--- config.mk ---
export PLATFORM = sky130hd
export DESIGN_NAME = simd_coissue_alloc
export DESIGN_NICKNAME = d
export VERILOG_FILES = /design/src/rtl/simd_coissue_alloc.sv
export SDC_FILE = /design/constraint.sdc
export NUM_CORES = 1
export LEC_CHECK = 0
export BUFFER_PORTS_ARGS = -buffer_cell sky130_fd_sc_hd__buf_2
export CAP_MARGIN = 20
export CORE_AREA = 3 3 99 101
export CTS_BUF_LIST = sky130_fd_sc_hd__clkbuf_4 sky130_fd_sc_hd__clkbuf_8 sky130_fd_sc_hd__clkbuf_16
export DETAILED_ROUTE_END_ITERATION = 8
export DIE_AREA = 0 0 102 104
export GPL_TIMING_DRIVEN = 0
export PLACE_DENSITY = 0.79
export SLEW_MARGIN = 20
export SYNTH_ARGS = -nofsm -noshare
export SYNTH_HDL_FRONTEND = slang
export SYNTH_SLANG_ARGS = --single-unit
--- constraint.sdc ---
create_clock -name clk -period 18.38 [get_ports clk]
set_clock_uncertainty 0.1 [all_clocks]
set_input_delay 5.514 -clock clk [delete_from_list [all_inputs] [get_ports clk]]
set_output_delay 5.514 -clock clk [all_outputs]
set_load 0.1 [all_outputs]
--- src/rtl/simd_coissue_alloc.sv ---
module simd_coissue_alloc #(
  parameter int NUM_SETS = 4,
  parameter int SET_W    = 8,
  parameter int LANES    = 32,
  parameter int PC_W     = 32,
  parameter int SID_W    = 4,
  localparam int CW = $clog2(NUM_SETS + 1),
  localparam int PW = $clog2(LANES + 1),
  localparam int AW = ((PW > CW) ? PW : CW) + 1
) (
  input  logic             clk,
  input  logic             rst_n,
  input  logic             part_en_i,
  input  logic             prim_valid_i,
  input  logic [2:0]       prim_cls_i,
  input  logic [CW-1:0]    avail_i,
  input  logic [CW-1:0]    next_i,
  input  logic             inter_gnt_i,
  input  logic             s2_valid_i,
  input  logic [PC_W-1:0]  s2_pc_i,
  input  logic [SID_W-1:0] s2_sid_i,
  input  logic [2:0]       s2_cls_i,
  input  logic [LANES-1:0] s2_mask_i,
  input  logic             s2_tbl_ok_i,
  input  logic [PC_W-1:0]  s2_tbl_pc_i,
  input  logic             s2_post_ok_i,
  input  logic             s3_valid_i,
  input  logic [PC_W-1:0]  s3_pc_i,
  input  logic [SID_W-1:0] s3_sid_i,
  input  logic [2:0]       s3_cls_i,
  input  logic [LANES-1:0] s3_mask_i,
  input  logic             s3_tbl_ok_i,
  input  logic [PC_W-1:0]  s3_tbl_pc_i,
  input  logic             s3_post_ok_i,
  output logic [1:0]       gnt_o,
  output logic [CW-1:0]    s2_base_o,
  output logic [CW-1:0]    s2_cnt_o,
  output logic [SID_W-1:0] s2_gsid_o,
  output logic [CW-1:0]    s3_base_o,
  output logic [CW-1:0]    s3_cnt_o,
  output logic [SID_W-1:0] s3_gsid_o,
  output logic             flush_o,
  output logic [CW-1:0]    sets_left_o,
  output logic [CW-1:0]    next_o,
  output logic             rsv_o
);

  localparam logic [2:0] CLS_NONE = 3'd0;
  localparam logic [2:0] CLS_MEM  = 3'd7;

  function automatic logic [AW-1:0] sets_for(input logic [LANES-1:0] m);
    logic [AW-1:0] n;
    n = '0;
    for (int i = 0; i < LANES; i++) n = n + AW'(m[i]);
    return (n + AW'(SET_W - 1)) / AW'(SET_W);
  endfunction

  logic          act;
  logic [AW-1:0] av0, nx0, av1, nx1, av2, nx2;
  logic [AW-1:0] s2_need, s3_need;
  logic          s2_chk, s2_stale, s2_fit, s2_kill;
  logic          s3_chk, s3_stale, s3_fit, s3_kill;

  assign act = part_en_i && prim_valid_i && (avail_i != '0) &&
               (prim_cls_i != CLS_NONE) && (prim_cls_i != CLS_MEM);
  assign av0 = AW'(avail_i);
  assign nx0 = AW'(next_i);

  assign s2_need  = sets_for(s2_mask_i);
  assign s2_chk   = act && s2_valid_i;
  assign s2_stale = s2_chk && (!s2_tbl_ok_i || (s2_tbl_pc_i != s2_pc_i));
  assign s2_fit   = s2_chk && !s2_stale && (s2_cls_i == prim_cls_i) && (s2_need <= av0);
  assign s2_kill  = s2_stale || (s2_fit && !s2_post_ok_i);
  assign av1      = s2_fit ? av0 - s2_need : av0;
  assign nx1      = s2_fit ? nx0 + s2_need : nx0;

  assign s3_need  = sets_for(s3_mask_i);
  assign s3_chk   = act && !s2_kill && (av1 != '0) && s3_valid_i;
  assign s3_stale = s3_chk && (!s3_tbl_ok_i || (s3_tbl_pc_i != s3_pc_i));
  assign s3_fit   = s3_chk && !s3_stale && (s3_cls_i == prim_cls_i) && (s3_need <= av1);
  assign s3_kill  = s3_stale || (s3_fit && !s3_post_ok_i);
  assign av2      = s3_fit ? av1 - s3_need : av1;
  assign nx2      = s3_fit ? nx1 + s3_need : nx1;

  always_ff @(posedge clk) begin
    if (!rst_n) begin
      gnt_o       <= '0;
      s2_base_o   <= '0;
      s2_cnt_o    <= '0;
      s2_gsid_o   <= '0;
      s3_base_o   <= '0;
      s3_cnt_o    <= '0;
      s3_gsid_o   <= '0;
      flush_o     <= 1'b0;
      sets_left_o <= '0;
      next_o      <= '0;
      rsv_o       <= 1'b0;
    end else begin
      gnt_o       <= {s3_fit, s2_fit};
      s2_base_o   <= s2_fit ? CW'(nx0) : '0;
      s2_cnt_o    <= s2_fit ? CW'(s2_need) : '0;
      s2_gsid_o   <= s2_fit ? s2_sid_i : '0;
      s3_base_o   <= s3_fit ? CW'(nx1) : '0;
      s3_cnt_o    <= s3_fit ? CW'(s3_need) : '0;
      s3_gsid_o   <= s3_fit ? s3_sid_i : '0;
      flush_o     <= s2_kill || s3_kill;
      sets_left_o <= CW'(av2);
      next_o      <= CW'(nx2);
      rsv_o       <= inter_gnt_i;
    end
  end

  AST_GATE_IDLE: assert property (@(posedge clk) disable iff (!rst_n)
    (!part_en_i || !prim_valid_i || avail_i == '0 || prim_cls_i == CLS_NONE || prim_cls_i == CLS_MEM)
    |=> (gnt_o == 2'b00 && !flush_o));

  AST_EXHAUST_STOP: assert property (@(posedge clk) disable iff (!rst_n)
    (gnt_o[0] && AW'(s2_cnt_o) == AW'($past(avail_i))) |-> !gnt_o[1]);

  AST_STALE_FLUSH: assert property (@(posedge clk) disable iff (!rst_n)
    (act && s2_valid_i && !s2_tbl_ok_i) |=> (flush_o && gnt_o == 2'b00));

  AST_CLASS_SKIP: assert property (@(posedge clk) disable iff (!rst_n)
    (act && s2_valid_i && s2_tbl_ok_i && s2_tbl_pc_i == s2_pc_i && s2_cls_i != prim_cls_i)
    |=> !gnt_o[0]);

  AST_FIT_LIMIT: assert property (@(posedge clk) disable iff (!rst_n)
    gnt_o[0] |-> (s2_cnt_o <= $past(avail_i)));

  AST_CONTIG: assert property (@(posedge clk) disable iff (!rst_n)
    (gnt_o == 2'b11) |-> (AW'(s3_base_o) == AW'(s2_base_o) + AW'(s2_cnt_o)));

  AST_NO_OVERCOMMIT: assert property (@(posedge clk) disable iff (!rst_n)
    (gnt_o != 2'b00) |-> (sets_left_o <= $past(avail_i)));

  AST_NO_INTRA_RSV: assert property (@(posedge clk) disable iff (!rst_n)
    ((gnt_o != 2'b00) && !$past(inter_gnt_i)) |-> !rsv_o);

endmodule

==> impl_metrics.csv <==
group,metric,value,unit
outcome,status,"complete, no violations",
drt,firstDrtPassIters,4,
synth,synth_top_area_share,26.0,%
cells_and_area,drive_gt1_share,39.3,%
power_and_ir_drop,powerDensity,158,nW/um^2
clock_network,clk_pin_slew,0.06,ns
cells_and_area,multi_input_area,3000,um^2
cells_and_area,fin_nets,1003,
synth,synth_top_cell_by_area,"fa_1",
cells_and_area,fill_cells,809,
synth,synth_most_common_cell,"inv_1",
worst_setup_path,critPathRequiredTime,18.50,ns
die,fp.dieW,102,um
worst_setup_path,critPathKind,"input port to flop",
clock_network,cts_num_sinks,30,
cells_and_area,final_core_util,60.6,%
worst_setup_path,startpoint_type,"input port",
min_path,hold_end,"s2_gsid_o[1]",
clock_network,ctsHoldBuffers,0,
worst_setup_path,crit_buf_inv,4,
worst_setup_path,crit_path_frequent_cell,"fa_1",
worst_setup_path,cp-end-kind,"flop",
drt,drt-total-wl,11500,um
worst_setup_path,worst-path-stages,29,
synth,synth.avg_cell_area,9.14,um^2
die,rows,35,
sta,final-setup-viol-count,0,
worst_setup_path,cp_slowest_stage_delay,0.55,ns
worst_setup_path,critical-path-top-delay-family,"adder cells",
synth,synth_common_cells,"100 x inv_1, 53 x xor2_1, 52 x fa_1",
worst_setup_path,arrival,13.09,ns
power_and_ir_drop,p_leak,0.00301,uW
sta,drv_slew,0,
clock_network,cts_tree,"built",
min_path,min-delay-path-class,"input port to flop",
die,pin_count,256,
die,initial_core_util,43.9,%
clock_network,ctsResizeCount,0,
synth,synth_cell_types,50,
placement,hpwlAfterDp,10600,um
flow_run,max_cap_viol_count,0,
global_route,grt_max_degree,11,
power_and_ir_drop,ir_drop,0.0000827,V
synth,synth.area.top_cells,"fa_1 26%, dfxtp_1 15%, xor2_1 12%, inv_1 9.4%, ha_1 8.5%",
die,coreArea,9110,um^2
clock_network,cts_buffer_depth,2,
sta,worst_pin_slew,0.883,ns
drt,remaining_drc_errors,0,
synth,ys.flop_type,"dfxtp_1",
cells_and_area,seq_area,601,um^2
synth,syn_area,4000,um^2
cells_and_area,final_cells,812,
global_route,grt_use_met2,38.5,%
placement,placed_cells,802,
min_path,hold_path_depth,2,
clock_network,cts-buffers-inserted,5,
die,die-area,10600,um^2
worst_setup_path,critPathMaxFanout,9,
global_route,met1_usage,22.9,%
global_route,grt_pass1_wl,17800,um
drt,ant_nets,0,
power_and_ir_drop,finalPower,874,uW
synth,synth-edff-count,0,
synth,synth-seq-cells,30,
sta,fin_crit,12.98,ns
drt,via_count,3979,
drt,wl_per_cell,14.1,um
placement,gp_congestion,1.02,
global_route,grt_pass1_vias,4205,
sta,max_freq,0.0771,GHz
sta,slew_headroom,40.6,%
synth,syn_inst,437,
drt,routed_via_density,4.90,
placement,io_buffers,254,
drt,drt_iter0_markers,100,
global_route,grt_usage,20.8,%
global_route,busiest_layer,"met2",
synth,yosysWarnings,0,
synth,yosysSeqAreaShare,15.0,%
global_route,grt_overflow,0,
clock_network,htree_levels,2,
worst_setup_path,cpMaxStageDelayCell,"fa_1",
sta,finalHoldViolCount,0,
sta,min_period_over_period,70.6,%
clock_network,clock-root-buffer,"clkbuf_8",
die,die_y,104,um
sta,hold_ws,5.33,ns
min_path,worst_hold_startpoint,"s2_sid_i[1]",
synth,async_reset_ff_share,0,%
global_route,grt_util_met3,3.96,%
cells_and_area,area_delta_synth_final,38.1,%
sta,rsz0062_at_grt,"false",
clock_network,cts_setup_buffers,0,
synth,synth_fp_nets,742,
sta,setup-tns-final,0,ns
global_route,antenna_found_initial,2,
## report_power, final
part | internal [uW] | switching [uW]
Combinational | 321 | 423
Clock | 39.8 | 24.5
Sequential | 65.9 | 0.196
## cell usage in the layout (no fill, tap or decap), types with 3 or more instances in the layout
cell      count
xnor2_1      24
xor2_1       53
and2_1       11
a21o_1        6
nor2_1        9
fa_1         52
clkbuf_8      5
o21ai_0       3
a21oi_1       8
nand2_1       7
nand3_1       3
nor4_1       26
nand4_1       9
nor3_1       13
inv_1       100
dfxtp_1      30
buf_2       257
ha_1         27
and3_1        7
a31oi_1       5
## metal layers
metal / vias up / share of wire [%]
li1: 1937 / -
met1: 1815 / 36
met2: 190 / 53
met3: 37 / 7.1
met4: 0 / 3.9
met5: - / 0
## sequential cells by signal (all words and copies together) (netlist names)
name	cells
next_o	3
s3_cnt_o	3
rsv_o	1
s3_base_o	3
sets_left_o	3
s2_base_o	3
s3_gsid_o	4
s2_cnt_o	3
s2_gsid_o	4
gnt_o	2
flush_o	1
## worst max path at each step
stage / startpoint / to
finish: s2_mask_i[10] / sets_left_o[0]
global placement: s2_mask_i[10] / sets_left_o[0]
detailed placement: s2_mask_i[10] / sets_left_o[0]
floorplan: s2_mask_i[4] / sets_left_o[0]
global route: s2_mask_i[10] / sets_left_o[0]
CTS: s2_mask_i[10] / sets_left_o[0]
## layout make-up
type / instances / share of cell area, %
antenna: 2 / 0.0907
buffer: 4 / 0.340
clock buffer: 5 / 1.25
clock inverter: 3 / 0.725
inverter: 100 / 6.80
multi-input combinational: 303 / 54.4
sequential: 30 / 10.9
tap: 111 / 2.52
timing repair buffer: 254 / 23.0
## kinds of logic after synthesis
family	after synthesis	synth area share, %
fa+ha+maj	79	34.5
flops	30	15.0
buf+inv	104	9.86
xor+xnor	77	16.9
simple gates	105	15.8
compound gates	37	6.58
mux	5	1.35
## per-stage QoR
stage | instance area, um^2 | setup WS (ns)
4_1_cts | 5520 | 5.44
6_report | 5520 | 5.40
5_1_grt | 5520 | 5.02
3_5_place_dp | 5410 | 5.12
2_1_floorplan | 4000 | 5.88
3_3_place_gp | 5410 | 5.32
No activity file was read; power rests on OpenSTA's default activity.
